**config.mk**
```make
export PLATFORM = sky130hd
export DESIGN_NAME = burst_addr_gen
export DESIGN_NICKNAME = d
export VERILOG_FILES = /design/src/rtl/burst_pkg.sv /design/src/rtl/burst_cmd_dec.sv /design/src/rtl/burst_state.sv /design/src/rtl/burst_low_map.sv /design/src/rtl/burst_addr_gen.sv
export SDC_FILE = /design/constraint.sdc
export NUM_CORES = 1
export LEC_CHECK = 0
export CAP_MARGIN = 0
export CELL_PAD_IN_SITES_DETAIL_PLACEMENT = 1
export CELL_PAD_IN_SITES_GLOBAL_PLACEMENT = 1
export CORE_UTILIZATION = 27
export CTS_CLUSTER_SIZE = 40
export DETAILED_ROUTE_END_ITERATION = 8
export PLACE_DENSITY_LB_ADDON = 0.1
export SLEW_MARGIN = 20
export SYNTH_ARGS = -nofsm -noshare
export SYNTH_HDL_FRONTEND = slang
export SYNTH_HIERARCHICAL = 1
export SYNTH_SLANG_ARGS = --single-unit
```
**constraint.sdc**
```tcl
create_clock -name clk -period 1.7 [get_ports clk]
set_clock_uncertainty 0.1 [all_clocks]
set_input_delay 0.34 -clock clk [delete_from_list [all_inputs] [get_ports clk]]
set_output_delay 0.34 -clock clk [all_outputs]
set_load 0.02 [all_outputs]
```
**src/rtl/burst_pkg.sv**
```systemverilog
package burst_pkg;

    typedef enum logic [1:0] {
        CMD_HOLD = 2'd0,
        CMD_STEP = 2'd1,
        CMD_LOAD = 2'd2
    } burst_cmd_e;

    typedef enum logic {
        ORD_INTERLEAVE = 1'b0,
        ORD_LINEAR     = 1'b1
    } burst_order_e;

    // Load has priority over stepping.
    function automatic burst_cmd_e decode_cmd(input logic ld_a,
                                              input logic ld_b,
                                              input logic step);
        burst_cmd_e c;
        if (ld_a || ld_b)
            c = CMD_LOAD;
        else if (step)
            c = CMD_STEP;
        else
            c = CMD_HOLD;
        return c;
    endfunction

endpackage

```
**src/rtl/burst_cmd_dec.sv**
```systemverilog
module burst_cmd_dec
    import burst_pkg::*;
(
    input  logic       ld_a,
    input  logic       ld_b,
    input  logic       step,
    input  logic       order_bit,
    output burst_cmd_e cmd,
    output burst_order_e order
);
    always_comb begin
        cmd   = decode_cmd(ld_a, ld_b, step);
        order = (order_bit == 1'b1) ? ORD_LINEAR : ORD_INTERLEAVE;
    end
endmodule

```
**src/rtl/burst_state.sv**
```systemverilog
module burst_state
    import burst_pkg::*;
#(
    parameter int ADDR_W = 20,
    parameter int CNT_W  = 2
) (
    input  logic              clk,
    input  logic              rst,
    input  burst_cmd_e        cmd,
    input  logic [ADDR_W-1:0] load_addr,
    output logic [ADDR_W-1:0] base_addr,
    output logic [CNT_W-1:0]  beat
);
    always_ff @(posedge clk) begin
        if (rst) begin
            base_addr <= '0;
            beat      <= '0;
        end else begin
            unique case (cmd)
                CMD_LOAD: begin
                    base_addr <= load_addr;
                    beat      <= '0;
                end
                CMD_STEP: beat <= beat + 1'b1;
                default: ;
            endcase
        end
    end
endmodule

```
**src/rtl/burst_low_map.sv**
```systemverilog
module burst_low_map
    import burst_pkg::*;
#(
    parameter int CNT_W = 2
) (
    input  logic [CNT_W-1:0] start,
    input  logic [CNT_W-1:0] beat,
    input  burst_order_e     order,
    output logic [CNT_W-1:0] low
);
    logic [CNT_W-1:0] lin_low;
    logic [CNT_W-1:0] ilv_low;
    logic [CNT_W:0]   carry;

    assign carry[0] = 1'b0;

    // Bitwise ripple adder (wraps mod 2^CNT_W) and XOR map side by side.
    for (genvar i = 0; i < CNT_W; i++) begin : g_bit
        assign lin_low[i]  = start[i] ^ beat[i] ^ carry[i];
        assign carry[i+1]  = (start[i] & beat[i]) | (carry[i] & (start[i] ^ beat[i]));
        assign ilv_low[i]  = start[i] ^ beat[i];
    end

    always_comb begin
        low = (order == ORD_LINEAR) ? lin_low : ilv_low;
    end
endmodule

```
**src/rtl/burst_addr_gen.sv**
```systemverilog
module burst_addr_gen
    import burst_pkg::*;
#(
    parameter int ADDR_W = 20,
    parameter int CNT_W  = 2
) (
    input  logic              clk,
    input  logic              rst,
    input  logic              ld_strobe_a,
    input  logic              ld_strobe_b,
    input  logic              step_en,
    input  logic              order_linear,
    input  logic [ADDR_W-1:0] addr_in,
    output logic [ADDR_W-1:0] addr_out
);
    localparam int UPPER_W = ADDR_W - CNT_W;

    burst_cmd_e       cmd;
    burst_order_e     order;
    logic [ADDR_W-1:0] base_addr;
    logic [CNT_W-1:0]  beat;
    logic [CNT_W-1:0]  low;

    burst_cmd_dec u_dec (
        .ld_a     (ld_strobe_a),
        .ld_b     (ld_strobe_b),
        .step     (step_en),
        .order_bit(order_linear),
        .cmd      (cmd),
        .order    (order)
    );

    burst_state #(.ADDR_W(ADDR_W), .CNT_W(CNT_W)) u_state (
        .clk      (clk),
        .rst      (rst),
        .cmd      (cmd),
        .load_addr(addr_in),
        .base_addr(base_addr),
        .beat     (beat)
    );

    burst_low_map #(.CNT_W(CNT_W)) u_map (
        .start(base_addr[CNT_W-1:0]),
        .beat (beat),
        .order(order),
        .low  (low)
    );

    assign addr_out = {base_addr[ADDR_W-1 -: UPPER_W], low};
endmodule

```
==> results of run 1 <==
[cells in the final DEF (no fill, tap or decap)]
cell	instances
clkdlybuf4s50_1	25
nor2_1	22
mux2i_1	21
dfxtp_1	19
dlygate4sd2_1	18
buf_4	7
clkbuf_4	3
dfxtp_2	3
inv_1	2
ha_1	2
bufinv_16	1
clkdlybuf4s15_2	1
or2_1	1
nor3b_2	1
xor2_2	1
nand2_2	1
xnor2_2	1
ha_4	1
nor2b_1	1
nand3_1	1
o21ai_0	1
a21oi_1	1
buf_12	1
[Yosys cell counts]
library cell and number:
nor2_1 22, or2_1 1, buf_6 2, xnor2_1 1, dfxtp_1 22, inv_1 2
ha_1 3, mux2i_1 21, o21ai_0 1, xor2_1 1, nor3b_1 1, nand3_1 1
buf_2 2, nand2_1 1, a21oi_1 1, nor2b_1 1, buf_4 1
[layout make-up]
class                      count  area [um2]  share of cell area [%]
clock buffer                   3        22.5                    1.53
timing repair buffer          52         492                    33.4
multi-input combinational     55         422                    28.6
sequential                    22         444                    30.2
tap                           44        55.1                    3.74
clock inverter                 1        30.0                    2.04
inverter                       2        7.51                   0.510
[power by group through the flow]
stage | registers [mW] | clock network (mW) | logic (mW)
final | 0.566 | 0.413 | 0.253
after global routing | 0.571 | 0.451 | 0.274
after CTS | 0.565 | 0.430 | 0.254
after detailed placement | 0.577 | 0 | 0.274
after global placement | 0.575 | 0 | 0.268
after floorplan | 0.612 | 0 | 0.0944
[worst reg2reg max path: stages, from the launching register on]
cell and delay [ns]:
dfxtp_2 0.36, buf_4 0.14, nor2b_1 0.13, o21ai_0 0.09, a21oi_1 0.13
[registers in the layout (all words and copies together), names as in the netlist]
register and flops:
u_state/beat 2, u_state/base_addr 20
[repair_timing]
action	4_1_cts	5_1_grt
resized for setup	28	8
pin swaps	0	3
setup endpoints to repair	20	9
endpoints found under the hold margin	0	0
[layer usage]
layer | track usage (%) | vias up
met4 | 5.10 | 0
met5 | 0 | -
met2 | 24.0 | 31
met3 | 3.52 | 2
met1 | 13.7 | 358
li1 | - | 378
[final timing paths]
path	start	endpoint	slack [ns]	cells after the start
worst max-delay path	u_state/beat[0]	addr_out[0]	0.08	2
worst min-delay path	u_state/base_addr[2]	u_state/base_addr[2]	0.41	2
worst max register to register	u_state/beat[0]	u_state/beat[1]	0.70	4
worst min register to register	u_state/base_addr[2]	u_state/base_addr[2]	0.41	2
[logic make-up (layout without fill, tap and decap cells)]
| family | Yosys count | in the layout |
|---|---|---|
| and+or+nand+nor | 27 | 27 |
| xor gates and xnor gates | 2 | 2 |
| adders and majority gates | 3 | 3 |
| DFF | 22 | 22 |
| buffers and inverters | 7 | 58 |
| AOI/OAI and AO/OA | 2 | 2 |
| muxes | 21 | 21 |
==> impl_metrics.yaml, run 1 <==
floorplanning:
  die-area_um2: 3470
  die_h_um: 58.9
  rows: 20
  initial_utilization_pct: 28.6
  ios: 46
  die_w_um: 58.9
  coreArea_um2: 3050
synthesis:
  ys_warn_count: 6
  synth_compound_area_share_pct: 1.14
  avgSynthCellArea_um2: 10.4
  netlist_instances: 84
  seq_area_frac_synth_pct: 50.4
  syn_nets: 113
  syn_area_um2: 875
  ys_ff_latch: 22
  synth.area.top_cells: "dfxtp_1 50%, mux2i_1 24%, nor2_1 9.4%"
  synth_top_family_by_area: "multiplexers"
  synth_top_area_share_pct: 50.4
  netlist-cell-type-count: 17
  synth_area_leader_cell: "dfxtp_1"
  muxShareOfSynthArea_pct: 24.0
  yosys.area_share.adder_pct: 4.29
  yosys.area_share.simple_pct: 12.7
  synth_xor_area_share_pct: 2.00
detailed_routing:
  avgRoutedWirePerCell_um: 11.6
  via_per_inst: 4.30
  drt_iter0_markers: 7
  vias: 769
  drt-met1-wl_um: 847
  totalWireLength_um: 2070
  drc: 0
  wl_met3_um: 172
  wl_met2_um: 1020
  dr.pass1.iters: 2
  postRouteAntennaNets: 0
  highest_layer: "met4"
critical_path:
  critPathMaxFanout: 2
  critPathBufInv: 1
  setup.worst_path.class: "register to primary output"
  cp_top_family: "flip-flops"
  crit_slowest_cell: "dfxtp_2"
  max_stage_delay_ns: 0.36
  crit_chain: "ha_4, clkdlybuf4s15_2"
  startpoint_type: "register"
  end_kind: "primary output"
  required_ns: 1.26
  cp.arrival_ns: 1.18
final_layout:
  n_fill_cell: 362
  final_util_pct: 48.2
  layoutNonFillerInstCount: 179
  final_area_um2: 1470
  area_delta_synth_final_pct: 68.4
  fin_nets: 165
  antenna_cells: 0
  drive_above_1_share_pct: 15.6
global_route:
  grtUsageTotal_pct: 12.9
  antenna_found_initial: 0
  grt_pass1_wl_um: 3350
  grt_pass1_vias: 791
  overflow: 0
  grt_max_degree: 23
timing:
  period_share_pct: 95.4
  final_hold_viol_count: 0
  rsz0062_at_grt: "no"
  min_period_ns: 1.62
  holdWs_ns: 0.410
  slew_headroom_pct: 84.3
  setup_slack_ns: 0.0783
  fmax_mhz: 617
  fin_setup_tns_ns: 0
  worst_pin_slew_ns: 0.236
  finalSetupViolCount: 0
  drv_slew: 0
hold_path:
  min_path_type: "register to register"
power:
  peakVddDrop_v: 0.000474
  combPwrFrac_pct: 20.5
  p_clk_share_pct: 33.5
  p_total_mw: 1.23
  power.internal_uw: 925
  p_seq_share_pct: 45.9
  p_per_area_nw_per_um2: 836
  netSwitchingFraction_pct: 24.9
  p_leak_nw: 0.741
  switching_power_uw: 306
clock_tree:
  clk_pin_slew_ns: 0.14
  cts_tree: "built"
  post-cts-setup-buffers: 0
  numCtsBuffers: 3
  cts-root-buf: "clkbuf_4"
  clock_path_buffers: 2
  clock_sinks: 22
  ctsHoldBuffers: 0
  htree_levels: 1
  clk_latency_ns: 0.32
placed_design:
  port_buffers: 45
  place_congestion: 0.650
  place_ws_ns: -0.388
  dp_cells: 175
  place_area_um2: 1410
  dp_hpwl_um: 1540
job:
  drv_cap: 0
run_status:
  run_status: "completed"
(Power assumes the default switching activity.)
==> inputs of run 2 (changes only) <==
--- a/config.mk
+++ b/config.mk
@@ -8,6 +8,7 @@
 export CAP_MARGIN = 0
 export CELL_PAD_IN_SITES_DETAIL_PLACEMENT = 1
 export CELL_PAD_IN_SITES_GLOBAL_PLACEMENT = 1
+export CORE_ASPECT_RATIO = 0.8
 export CORE_UTILIZATION = 27
 export CTS_CLUSTER_SIZE = 40
 export DETAILED_ROUTE_END_ITERATION = 8
==> run 2 against run 1 <==
Register-to-register slack gained 0.06 ns; via count shrank 3.0%; global-route usage shrank 0.37 points; first-iteration DRC count grew to 2.9 times the previous value; power grew 6.9%; sequential share of layout area shrank 0.41 points; worst hold slack lost 0.013 ns; largest cell class unchanged.
==> impl_metrics.yaml, run 2 (synthesis gave the netlist of run 1 again) <==
timing:
  min_period_ns: 1.66
  final_hold_viol_count: 0
  finalSetupViolCount: 0
  drv_slew: 0
  fmax_mhz: 601
  setup_slack_ns: 0.0363
  slew_headroom_pct: 84.2
  worst_pin_slew_ns: 0.237
  period_share_pct: 97.9
  fin_setup_tns_ns: 0
placed_design:
  place_ws_ns: -0.343
  dp_hpwl_um: 1560
  port_buffers: 45
  place_congestion: 0.615
floorplanning:
  die_h_um: 52.9
  die-area_um2: 3470
  initial_utilization_pct: 28.3
  rows: 18
  die_w_um: 65.6
  coreArea_um2: 3090
  ios: 46
clock_tree:
  ctsHoldBuffers: 0
  clk_latency_ns: 0.26
  clk_pin_slew_ns: 0.08
  clock_path_buffers: 2
  cts_tree: "built"
  numCtsBuffers: 3
  htree_levels: 1
  cts-root-buf: "clkbuf_8"
  clock_sinks: 22
critical_path:
  cp.arrival_ns: 1.22
  required_ns: 1.26
  max_stage_delay_ns: 0.62
  timing.rr.end: "u_state/beat[1]"
  crit_path_end: "addr_out[19]"
  r2r.worst_path.cells: 4
  setup.worst_path.class: "register to primary output"
  cp_top_family: "buffers and inverters"
  rr_startpoint: "u_state/beat[0]"
  r2r_slack_ns: 0.76
  critPathBufInv: 1
  critPathMaxFanout: 2
  end_kind: "primary output"
  crit_chain: "clkdlybuf4s50_1"
  critical_path_cell_count: 1
  startpoint_type: "register"
  crit_slowest_cell: "clkdlybuf4s50_1"
  startpoint: "u_state/base_addr[19]"
run_status:
  run_status: "completed"
detailed_routing:
  totalWireLength_um: 1990
  vias: 746
  postRouteAntennaNets: 0
  via_per_inst: 4.29
  drt_iter0_markers: 20
  avgRoutedWirePerCell_um: 11.4
  dr.pass1.iters: 4
  drc: 0
power:
  power.internal_mw: 1.02
  netSwitchingFraction_pct: 22.8
  p_clk_share_pct: 36.8
  switching_power_uw: 300
  combPwrFrac_pct: 20.3
  p_per_area_nw_per_um2: 889
  p_leak_nw: 0.719
  p_seq_share_pct: 42.9
  peakVddDrop_v: 0.000791
final_layout:
  final_cell_mix: "40 x clkdlybuf4s50_1, 22 x nor2_1, 22 x dfxtp_1"
  drive_above_1_share_pct: 10.4
  reg.largest.list: "u_state/base_addr (20), u_state/beat (2)"
  regMostFlops: "u_state/base_addr"
  final_common_cell: "clkdlybuf4s50_1"
  antenna_cells: 0
  area_delta_synth_final_pct: 69.2
  largest_reg_flops: 20
  fin_nets: 164
global_route:
  antenna_found_initial: 0
  use_met1_pct: 12.0
  overflow: 0
  use_met2_pct: 25.5
  grt_pass1_vias: 791
  grt-busiest-layer: "met2"
  grtUsageTotal_pct: 12.6
  grt_max_degree: 23
  grt_pass1_wl_um: 3220
  use_met3_pct: 4.09
job:
  drv_cap: 0
hold_path:
  min_path_type: "register to register"
==> run 2: changes by cell type in the layout (fill, tap and decap cells not counted), moves of 3 or more <==
cell             delta
dfxtp_1             +3
dlymetal6s2s_1      +3
clkbuf_4            -3
buf_4               -3
clkbuf_8            +3
clkdlybuf4s50_1    +15
dfxtp_2             -3
dlygate4sd2_1      -17
==> run 2: area by class of cell <==
type	count	area, um2
Tap cell	40	50.0
Inverter	2	7.51
Clock inverter	1	30.0
Timing Repair Buffer	51	504
Fill cell	359	1610
Clock buffer	3	41.3
Sequential cell	22	440
Multi-Input combinational cell	55	407
==> run 2: per-layer routing <==
layer,share of wire [%],up-vias
li1,-,371
met1,39,355
met2,56,20
met3,5.7,0
met4,0,0
met5,0,-
==> run 2: worst min path at each step <==
stage	from	endpoint	slack, ns	cells after the start
floorplan	rst	u_state/beat[1]	0.31	1
global placement	u_state/base_addr[7]	u_state/base_addr[7]	0.37	2
detailed placement	u_state/base_addr[5]	u_state/base_addr[5]	0.38	2
CTS	u_state/base_addr[7]	u_state/base_addr[7]	0.41	2
global route	u_state/base_addr[13]	u_state/base_addr[13]	0.44	2
finish	u_state/base_addr[7]	u_state/base_addr[7]	0.40	2
==> run 2: timing repair <==
item                       4_1_cts  5_1_grt
setup endpoints to repair       21       26
pin swaps                        0        1
resized for setup                4       11
buffers inserted                 0        0
==> run 2: power groups by stage <==
stage	clock [mW]	sequential [mW]	combinational [mW]
2_1_floorplan	0	0.612	0.0944
3_3_place_gp	0	0.575	0.262
3_5_place_dp	0	0.577	0.267
4_1_cts	0.504	0.565	0.267
5_1_grt	0.533	0.569	0.290
6_report	0.485	0.564	0.267
==> run 2: through the flow <==
step           instances  hold slack [ns]  utilization [%]  power, mW  area (um2)
3_5_place_dp         170            0.385             44.7      0.844        1380
2_1_floorplan         84            0.309                -      0.707         875
5_1_grt              174            0.443             48.0       1.39        1480
6_report             174            0.397             48.0       1.32        1480
4_1_cts              174            0.406             47.2       1.34        1460
3_3_place_gp         170            0.370             44.7      0.837        1380
==> run 2: worst register-to-register path: stages, from the launching register on <==
cell and delay [ns]:
dfxtp_1 0.32, buf_4 0.14, nor2b_2 0.13, o21ai_1 0.07, a21oi_1 0.13
==> inputs of run 3 (changes only) <==
--- a/config.mk
+++ b/config.mk
@@ -5,10 +5,10 @@
 export SDC_FILE = /design/constraint.sdc
 export NUM_CORES = 1
 export LEC_CHECK = 0
+export ABC_CLOCK_PERIOD_IN_PS = 1700
 export CAP_MARGIN = 0
 export CELL_PAD_IN_SITES_DETAIL_PLACEMENT = 1
 export CELL_PAD_IN_SITES_GLOBAL_PLACEMENT = 1
-export CORE_ASPECT_RATIO = 0.8
 export CORE_UTILIZATION = 27
 export CTS_CLUSTER_SIZE = 40
 export DETAILED_ROUTE_END_ITERATION = 8
==> results of run 3 <==
Final layout, timing and power as in run 1 (identical DEF).
